### src/rtl/irq_dist_pkg.sv
package irq_dist_pkg;
    localparam int        ADDR_W     = 10;
    localparam logic [1:0] RG_MISC   = 2'd0;
    localparam logic [1:0] RG_PRIO   = 2'd1;
    localparam logic [1:0] RG_TGT    = 2'd2;
    localparam logic [1:0] RG_CFG    = 2'd3;
    localparam logic [7:0] REG_CTRL  = 8'h00;
    localparam logic [7:0] REG_TYPE  = 8'h01;
    localparam logic [7:0] REG_SOFT  = 8'h02;
    localparam logic [7:0] ENSET_BASE = 8'h40;
    localparam logic [7:0] ENCLR_BASE = 8'h60;
endpackage

### src/rtl/irq_dist_regs.sv
module irq_dist_regs
    import irq_dist_pkg::*;
#(
    parameter int NUM_IRQ = 64,
    parameter int NUM_CPU = 2,
    localparam int CPU_W = $clog2(NUM_CPU),
    localparam int NSH   = NUM_IRQ - 32,
    localparam int NCF   = NUM_IRQ - 16
) (
    input  logic                       clk,
    input  logic                       rst_n,
    input  logic [CPU_W-1:0]           bus_cpu,
    input  logic                       wr_en,
    input  logic [ADDR_W-1:0]          addr,
    input  logic [31:0]                wdata,
    output logic [31:0]                rdata,
    output logic                       ctrl_en,
    output logic [NUM_CPU*NUM_IRQ-1:0] en_vec,
    output logic [NUM_CPU*NUM_IRQ-1:0] route_vec,
    output logic [NCF-1:0]             edge_cfg,
    output logic                       sgi_vld,
    output logic [NUM_CPU-1:0]         sgi_tgt,
    output logic [3:0]                 sgi_id
);
    typedef struct packed {
        logic                         ctrl;
        logic [NUM_CPU-1:0][31:0]     en_bank;
        logic [NSH-1:0]               en_shr;
        logic [NCF-1:0]               cfg;
        logic [NUM_IRQ-1:0][7:0]      prio;
        logic [NUM_IRQ-1:0][7:0]      tgt;
    } regs_t;

    regs_t r_d, r_q;
    logic [1:0] rg;
    logic [7:0] idx;

    assign rg  = addr[9:8];
    assign idx = addr[7:0];

    // next-state computation
    always_comb begin
        r_d = r_q;
        if (wr_en) begin
            unique case (rg)
                RG_MISC: begin
                    if (idx == REG_CTRL) r_d.ctrl = wdata[0];
                    for (int b = 0; b < 32; b++) begin
                        if (wdata[b] && idx == ENSET_BASE) r_d.en_bank[bus_cpu][b] = 1'b1;
                        if (wdata[b] && idx == ENCLR_BASE) r_d.en_bank[bus_cpu][b] = 1'b0;
                    end
                    for (int s = 0; s < NSH; s++) begin
                        if (wdata[s % 32] && idx == ENSET_BASE + 8'((s + 32) / 32)) r_d.en_shr[s] = 1'b1;
                        if (wdata[s % 32] && idx == ENCLR_BASE + 8'((s + 32) / 32)) r_d.en_shr[s] = 1'b0;
                    end
                end
                RG_PRIO: begin
                    for (int n = 0; n < NUM_IRQ; n++)
                        if (idx == 8'(n / 4)) r_d.prio[n] = wdata[8*(n%4) +: 8];
                end
                RG_TGT: begin
                    for (int n = 0; n < NUM_IRQ; n++)
                        if (idx == 8'(n / 4)) r_d.tgt[n] = wdata[8*(n%4) +: 8];
                end
                default: begin
                    for (int s = 0; s < NCF; s++)
                        if (idx == 8'((s + 16) / 16)) r_d.cfg[s] = wdata[2*((s + 16) % 16) + 1];
                end
            endcase
        end
    end

    // read mux
    always_comb begin
        rdata = '0;
        unique case (rg)
            RG_MISC: begin
                if (idx == REG_CTRL) rdata[0] = r_q.ctrl;
                if (idx == REG_TYPE) rdata[4:0] = 5'(NUM_IRQ / 32 - 1);
                if (idx == ENSET_BASE || idx == ENCLR_BASE) rdata = r_q.en_bank[bus_cpu];
                for (int s = 0; s < NSH; s++)
                    if (idx == ENSET_BASE + 8'((s + 32) / 32) || idx == ENCLR_BASE + 8'((s + 32) / 32))
                        rdata[s % 32] = r_q.en_shr[s];
            end
            RG_PRIO: begin
                for (int n = 0; n < NUM_IRQ; n++)
                    if (idx == 8'(n / 4)) rdata[8*(n%4) +: 8] = r_q.prio[n];
            end
            RG_TGT: begin
                for (int n = 0; n < NUM_IRQ; n++)
                    if (idx == 8'(n / 4)) rdata[8*(n%4) +: 8] = r_q.tgt[n];
            end
            default: begin
                if (idx == 8'h00)
                    for (int j = 0; j < 16; j++) rdata[2*j+1] = 1'b1;
                for (int s = 0; s < NCF; s++)
                    if (idx == 8'((s + 16) / 16)) rdata[2*((s + 16) % 16) + 1] = r_q.cfg[s];
            end
        endcase
    end

    // derived views for the pending and routing stages
    always_comb begin
        for (int k = 0; k < NUM_CPU; k++) begin
            for (int b = 0; b < 32; b++) begin
                en_vec[k*NUM_IRQ + b]    = r_q.en_bank[k][b];
                route_vec[k*NUM_IRQ + b] = 1'b1;
            end
            for (int s = 0; s < NSH; s++) begin
                en_vec[k*NUM_IRQ + 32 + s]    = r_q.en_shr[s];
                route_vec[k*NUM_IRQ + 32 + s] = r_q.tgt[s + 32][k];
            end
        end
    end

    assign ctrl_en  = r_q.ctrl;
    assign edge_cfg = r_q.cfg;
    assign sgi_vld  = wr_en && (rg == RG_MISC) && (idx == REG_SOFT);
    assign sgi_tgt  = wdata[16 +: NUM_CPU];
    assign sgi_id   = wdata[3:0];

    always_ff @(posedge clk or negedge rst_n) begin
        if (!rst_n) r_q <= '0;
        else        r_q <= r_d;
    end
endmodule

### src/rtl/irq_dist_pend.sv
module irq_dist_pend #(
    parameter int NUM_IRQ = 64,
    parameter int NUM_CPU = 2,
    localparam int IDW = $clog2(NUM_IRQ),
    localparam int NCF = NUM_IRQ - 16
) (
    input  logic                       clk,
    input  logic                       rst_n,
    input  logic [NUM_IRQ-1:16]        irq_src,
    input  logic [NCF-1:0]             edge_cfg,
    input  logic                       sgi_vld,
    input  logic [NUM_CPU-1:0]         sgi_tgt,
    input  logic [3:0]                 sgi_id,
    input  logic [NUM_CPU-1:0]         ack_vld,
    input  logic [NUM_CPU*IDW-1:0]     ack_id,
    output logic [NUM_CPU*NUM_IRQ-1:0] raw_pend
);
    typedef struct packed {
        logic [NUM_CPU-1:0][NUM_IRQ-1:0] latch;
        logic [NCF-1:0]                  prev;
    } pend_t;

    pend_t s_d, s_q;

    always_comb begin
        logic hit;
        s_d      = s_q;
        s_d.prev = irq_src;
        for (int k = 0; k < NUM_CPU; k++) begin
            for (int n = 0; n < 16; n++) begin
                hit = ack_vld[k] && (ack_id[k*IDW +: IDW] == IDW'(n));
                s_d.latch[k][n] = (s_q.latch[k][n] && !hit)
                                || (sgi_vld && sgi_tgt[k] && sgi_id == 4'(n));
            end
            for (int s = 0; s < NCF; s++) begin
                hit = ack_vld[k] && (ack_id[k*IDW +: IDW] == IDW'(s + 16));
                s_d.latch[k][s+16] = edge_cfg[s]
                    && ((s_q.latch[k][s+16] && !hit) || (irq_src[s+16] && !s_q.prev[s]));
            end
        end
    end

    always_comb begin
        for (int k = 0; k < NUM_CPU; k++) begin
            for (int n = 0; n < 16; n++)
                raw_pend[k*NUM_IRQ + n] = s_q.latch[k][n];
            for (int s = 0; s < NCF; s++)
                raw_pend[k*NUM_IRQ + s + 16] = edge_cfg[s] ? s_q.latch[k][s+16] : irq_src[s+16];
        end
    end

    always_ff @(posedge clk or negedge rst_n) begin
        if (!rst_n) s_q <= '0;
        else        s_q <= s_d;
    end
endmodule

### src/rtl/irq_dist_route.sv
module irq_dist_route #(
    parameter int NUM_IRQ = 64,
    parameter int NUM_CPU = 2
) (
    input  logic                       ctrl_en,
    input  logic [NUM_CPU*NUM_IRQ-1:0] raw_pend,
    input  logic [NUM_CPU*NUM_IRQ-1:0] en_vec,
    input  logic [NUM_CPU*NUM_IRQ-1:0] route_vec,
    output logic [NUM_CPU*NUM_IRQ-1:0] cpu_req
);
    for (genvar k = 0; k < NUM_CPU; k++) begin : g_cpu
        assign cpu_req[k*NUM_IRQ +: NUM_IRQ] = ctrl_en
            ? (raw_pend[k*NUM_IRQ +: NUM_IRQ] & en_vec[k*NUM_IRQ +: NUM_IRQ]
               & route_vec[k*NUM_IRQ +: NUM_IRQ])
            : '0;
    end
endmodule

### src/rtl/irq_distributor.sv
module irq_distributor
    import irq_dist_pkg::*;
#(
    parameter int NUM_IRQ = 64,
    parameter int NUM_CPU = 2,
    localparam int IDW   = $clog2(NUM_IRQ),
    localparam int CPU_W = $clog2(NUM_CPU)
) (
    input  logic                       clk,
    input  logic                       rst_n,
    input  logic [CPU_W-1:0]           bus_cpu,
    input  logic                       wr_en,
    input  logic [ADDR_W-1:0]          addr,
    input  logic [31:0]                wdata,
    output logic [31:0]                rdata,
    input  logic [NUM_IRQ-1:16]        irq_src,
    input  logic [NUM_CPU-1:0]         ack_vld,
    input  logic [NUM_CPU*IDW-1:0]     ack_id,
    output logic [NUM_CPU*NUM_IRQ-1:0] cpu_req
);
    logic                       ctrl_en;
    logic [NUM_CPU*NUM_IRQ-1:0] en_vec;
    logic [NUM_CPU*NUM_IRQ-1:0] route_vec;
    logic [NUM_CPU*NUM_IRQ-1:0] raw_pend;
    logic [NUM_IRQ-17:0]        edge_cfg;
    logic                       sgi_vld;
    logic [NUM_CPU-1:0]         sgi_tgt;
    logic [3:0]                 sgi_id;

    irq_dist_regs #(.NUM_IRQ(NUM_IRQ), .NUM_CPU(NUM_CPU)) u_regs (
        .clk(clk), .rst_n(rst_n), .bus_cpu(bus_cpu), .wr_en(wr_en),
        .addr(addr), .wdata(wdata), .rdata(rdata), .ctrl_en(ctrl_en),
        .en_vec(en_vec), .route_vec(route_vec), .edge_cfg(edge_cfg),
        .sgi_vld(sgi_vld), .sgi_tgt(sgi_tgt), .sgi_id(sgi_id)
    );

    irq_dist_pend #(.NUM_IRQ(NUM_IRQ), .NUM_CPU(NUM_CPU)) u_pend (
        .clk(clk), .rst_n(rst_n), .irq_src(irq_src), .edge_cfg(edge_cfg),
        .sgi_vld(sgi_vld), .sgi_tgt(sgi_tgt), .sgi_id(sgi_id),
        .ack_vld(ack_vld), .ack_id(ack_id), .raw_pend(raw_pend)
    );

    irq_dist_route #(.NUM_IRQ(NUM_IRQ), .NUM_CPU(NUM_CPU)) u_route (
        .ctrl_en(ctrl_en), .raw_pend(raw_pend), .en_vec(en_vec),
        .route_vec(route_vec), .cpu_req(cpu_req)
    );
endmodule

### config.mk
export PLATFORM = sky130hd
export DESIGN_NAME = irq_distributor
export DESIGN_NICKNAME = d
export VERILOG_FILES = /design/src/rtl/irq_dist_pkg.sv /design/src/rtl/irq_dist_regs.sv /design/src/rtl/irq_dist_pend.sv /design/src/rtl/irq_dist_route.sv /design/src/rtl/irq_distributor.sv
export SDC_FILE = /design/constraint.sdc
export NUM_CORES = 2
export LEC_CHECK = 0
export ABC_CLOCK_PERIOD_IN_PS = 4000
export BUFFER_PORTS_ARGS = -buffer_cell sky130_fd_sc_hd__buf_2
export CAP_MARGIN = 20
export CORE_UTILIZATION = 45
export CTS_CLUSTER_DIAMETER = 60
export DETAILED_ROUTE_END_ITERATION = 10
export HOLD_SLACK_MARGIN = 0.03
export PLACE_DENSITY = 0.72
export SYNTH_ARGS = -nofsm -noshare
export SYNTH_HDL_FRONTEND = slang
export SYNTH_SLANG_ARGS = --single-unit
### constraint.sdc
create_clock -name clk -period 4 [get_ports clk]
set_clock_uncertainty 0.15 [all_clocks]
set_input_delay 1 -clock clk [delete_from_list [all_inputs] [get_ports clk]]
set_output_delay 1 -clock clk [all_outputs]
set_load 0.05 [all_outputs]
==> impl_summary.log <==
[metrics] minimum setup slack in the final design: -724 ps
[metrics] Post-synth top flop: dfrtp_1
[metrics] total power: 0.0297 W
[metrics] post-layout min period: 4720 ps
[metrics] standard-cell row count: roughly 140
[metrics] Core Region: 140000 µm²
[metrics] Comb power frac: under 10%
[metrics] post-CTS clock slew at the launch and capture registers of the worst setup and hold paths: 60 ps
[metrics] TritonCTS buffer count: between 100 and 150
[metrics] Boundary Pins: between 200 and 300
[metrics] count of TritonRoute iterations in the first routing pass: 7
[metrics] simple-gate portion of the synthesized area: approximately 7.2%
[metrics] type of the most critical hold path: input port to async pin
[metrics] Yosys top cell area share: a little over half
[metrics] crit-path cells: buf_12, or4_4, buf_6, a211oi_4, buf_12, buf_8, a221oi_1, a21oi_1, a21oi_1, o211ai_1, buf_4
[metrics] Post-Route WL: about 260000 µm
[metrics] TritonCTS clock tree: done
[metrics] DIE WIDTH: roughly 380 µm
[metrics] P_sw: 0.00735 W
[metrics] Power per Cell Area: 376 nW/µm²
[metrics] synth warn: 0
[metrics] Detailed Place HPWL: approximately 180000 µm
[metrics] routed length per instance: between 30 and 40 µm
[metrics] count of final max-slew check failures: 0
[metrics] Net Count, Synth: about 5400
[metrics] static leakage: 37.8 nW
[metrics] count of endpoints failing setup in the final report: 32
[metrics] Slew @ Worst Pin: about 1100 ps
[metrics] share of synthesized area spent on multiplexers: between 20% and 30%
[metrics] area of the mapped netlist: between 60000 and 70000 µm²
[metrics] total number of nets in the final design: between 6000 and 7000
[metrics] count of distinct cell types in the synthesized netlist: slightly above 80
[metrics] main combinational cell family by area after synthesis: multiplexers
[metrics] pre-CTS setup slack: -972 ps
[metrics] VDD IR-drop max: between 200 and 300 µV
[metrics] initial antenna violation count: 16
[metrics] gpl congestion: approximately 1
[metrics] clock sink count: around 1300
[metrics] failing checks: setup timing
[metrics] clock insertion delay at the later pin of the skew report: approximately 810 ps
[metrics] relative contribution of sequential cells to total power: a little under half
[metrics] average footprint of a synthesized cell: approximately 12 µm²
[metrics] status: complete, but fails checks
[metrics] CP endpoint kind: output port
[metrics] die area: ~140000 µm²
[metrics] achievable frequency: 212 MHz
[metrics] Top delay family on crit path: compound AO/OA/AOI/OAI gates
[metrics] switching share of power: approximately a quarter
[metrics] Worst slew margin: about a quarter
[metrics] max incr delay on CP: approximately 600 ps
[metrics] cell at the root of the clock tree: clkbuf_16
[metrics] Synth Instances: 5319
[metrics] via density per instance: between 6 and 7
[metrics] Die Span Y: around 380 µm
[metrics] count of H-tree levels built during CTS: 4
[metrics] adder-cell share of the synthesized area: 0%
[metrics] slowest cell on the critical path: or4_4
[metrics] final hold violation count: 0
[metrics] post-synthesis async set-or-reset flop share: 100%
[metrics] routed vias: approximately 52000
[metrics] global-route total usage across every layer: 36.2%
[metrics] clock share of power: between 40% and 50%
[metrics] number of buffer and inverter stages on the critical path: 5
[metrics] fraction of the yosys area taken by sequential cells: a little over half
[metrics] setup repair after global routing missed its margin: true
[metrics] initial drt markers: between 6000 and 7000
[metrics] parity-gate share of the synthesized area counting xor and xnor cells: 0%
[metrics] Layout Area Growth over Synthesis: 24.7%
[metrics] count of hold buffers inserted by post-cts repair: 0
[metrics] remaining design rule violation count: 0
[metrics] effective utilization at floorplan: 45.4%
[metrics] share of the synthesized area in compound gates (AO/OA/AOI/OAI): 12.5%
[metrics] cell type contributing the most total cell area after synthesis: dfrtp_1
[metrics] Arrival @ worst endpoint: approximately 3600 ps
[metrics] number of global-route vias before repair: 52100
[metrics] Crit path required time: approximately 2900 ps
[metrics] ANT nets after route: 0
[metrics] Synth Register Bits: between 1000 and 1500
[metrics] Filler cells: about 11000
[metrics] maximum number of pins on one net before global-route repair: 104
[metrics] Internal Dissipation: about 0.022 W
[metrics] fin crit share: 118%
[metrics] Worst Setup Start Kind: input port
[metrics] largest cells by area after synthesis: dfrtp_1 53%, mux2_2 20%, o21ai_0 2.8%
[metrics] count of buffers inserted at the top-level ports: roughly 270
[metrics] first-pass GRT wire length: 372000 µm
[metrics] CP Class: input port to output port
[metrics] max_cap viols: 0
[metrics] biggest fanout along the worst timing path: 7
[metrics] EDFF count, synth: 0
[metrics] sum of overflow across all layers after global routing: 0
[metrics] maximum clock path buffer count: 3
[metrics] ratio of cells with drive above 1 in the final layout: around 43%
per-stage QoR:
| stage | cell area (µm²) | instances | setup TNS (ps) | utilization, % | hold slack, ps |
|---|---|---|---|---|---|
| global placement | 71800 | 7649 | -24710 | 51.4 | 315 |
| finish | 79100 | 7990 | -19120 | 56.6 | 76.3 |
| detailed placement | 71900 | 7650 | -24630 | 51.4 | 327 |
| floorplan | 63900 | 5319 | -6470 | - | 302 |
| CTS | 78600 | 7972 | -16970 | 56.2 | 76.8 |
| global route | 79100 | 7987 | -19640 | 56.6 | 110 |
flip-flops by register name, summed over array words and instances, names as in the netlist, named ones only:
register,count
u_pend.raw_pend,32
u_pend.s_q,144
u_regs.ctrl_en,1
u_regs.edge_cfg,48
u_regs.en_vec,32
u_regs.r_q,960
u_regs.route_vec,64
cells in the mapped netlist, types with 19 or more instances:
cell and n:
a211oi_1 26, o221ai_1 21, a211o_1 20, and3_1 48
a221oi_1 64, nand2b_1 120, a21boi_0 109, a2111oi_0 19
buf_1 74, inv_1 21, mux2_2 1101, o21ai_0 351
a22oi_1 71, buf_2 119, mux4_2 54, dfrtp_1 1345
o22ai_1 81, nand3_1 129, nor2_1 127, nand2_1 424
a31oi_1 34, mux2_4 30, clkbuf_1 252, nor3_1 31
a21oi_1 251, mux2i_1 98
layout make-up:
cell class	instances	area, µm²	area share (%)
sequential	1345	33700	42.6
multi-input combinational	3487	29200	36.9
timing repair buffer	995	9030	11.4
clock buffer	205	4080	5.17
tap	1876	2350	2.97
clock inverter	54	659	0.834
inverter	23	96.3	0.122
antenna	5	12.5	0.0158
power groups by stage:
stage          Clock [W]  Sequential [W]  Combinational, W
2_1_floorplan          0          0.0141          0.000851
3_5_place_dp           0          0.0142           0.00199
4_1_cts           0.0137          0.0139           0.00210
5_1_grt           0.0142          0.0140           0.00226
6_report          0.0136          0.0140           0.00218
3_3_place_gp           0          0.0142           0.00197
placed cells by master (no fill, tap or decap), types with 14 or more instances in the layout:
| cell type | synthesis | layout |
|---|---|---|
| clkinv_2 | 0 | 25 |
| clkbuf_16 | 0 | 147 |
| nor2_4 | 1 | 19 |
| buf_6 | 10 | 59 |
| dfrtp_1 | 1345 | 1344 |
| o211ai_1 | 16 | 16 |
| nand2b_1 | 120 | 116 |
| clkbuf_1 | 252 | 37 |
| a221oi_1 | 64 | 49 |
| nor2_1 | 127 | 101 |
| buf_2 | 119 | 226 |
| a31oi_1 | 34 | 29 |
| nand3_1 | 129 | 116 |
| o21a_1 | 14 | 14 |
| mux2_2 | 1101 | 1101 |
| mux2_4 | 30 | 30 |
| a22oi_1 | 71 | 64 |
| o21ai_1 | 14 | 27 |
| o21ai_0 | 351 | 330 |
| nand2_1 | 424 | 401 |
| buf_8 | 0 | 27 |
| nor3_1 | 31 | 20 |
| a21boi_0 | 109 | 106 |
| a21oi_2 | 0 | 14 |
| a211o_1 | 20 | 17 |
| buf_4 | 8 | 552 |
| clkbuf_8 | 0 | 24 |
| and3_1 | 48 | 45 |
| buf_12 | 0 | 122 |
| o22ai_1 | 81 | 73 |
| mux2i_1 | 98 | 98 |
| a211oi_1 | 26 | 15 |
| mux4_2 | 54 | 54 |
| nand2_2 | 0 | 20 |
| inv_1 | 21 | 19 |
| a21oi_1 | 251 | 233 |
cell families (layout without fill, tap and decap cells):
family / after synthesis / in the layout
buf+inv: 487 / 1277
mux: 1296 / 1296
simple gates: 963 / 963
flops: 1345 / 1345
compound gates: 1228 / 1228
other cells: 0 / 5
final timing paths:
kind,depth (start not counted),from,slack (ps),to
setup / recovery,11,addr[5],-720,rdata[28]
hold / removal,1,rst_n,80,u_pend.s_q[41]$_DFF_PN0_
setup reg to reg,2,u_regs.ctrl_en$_DFFE_PN0P_,2530,u_regs.ctrl_en$_DFFE_PN0P_
hold reg to reg,1,u_regs.r_q[235]$_DFFE_PN0P_,340,u_regs.r_q[235]$_DFFE_PN0P_
max in group asynchronous,2,rst_n,2430,u_pend.s_q[143]$_DFF_PN0_
min in group clk,1,irq_src[57],180,u_pend.s_q[41]$_DFF_PN0_
repair_timing:
item	CTS	global route
pin swaps	64	45
buffers inserted	60	18
endpoints found under the setup margin	54	37
resized for setup	316	82
cloned	4	1
per-layer routing:
metal	routed length, µm	up-vias	track usage [%]
li1	-	20800	-
met1	95800	26700	45.5
met2	113000	3759	54.0
met3	28300	1072	9.40
met4	22300	14	25.9
met5	85	-	0.103
Note: power is estimated with default switching activity, not from simulation.
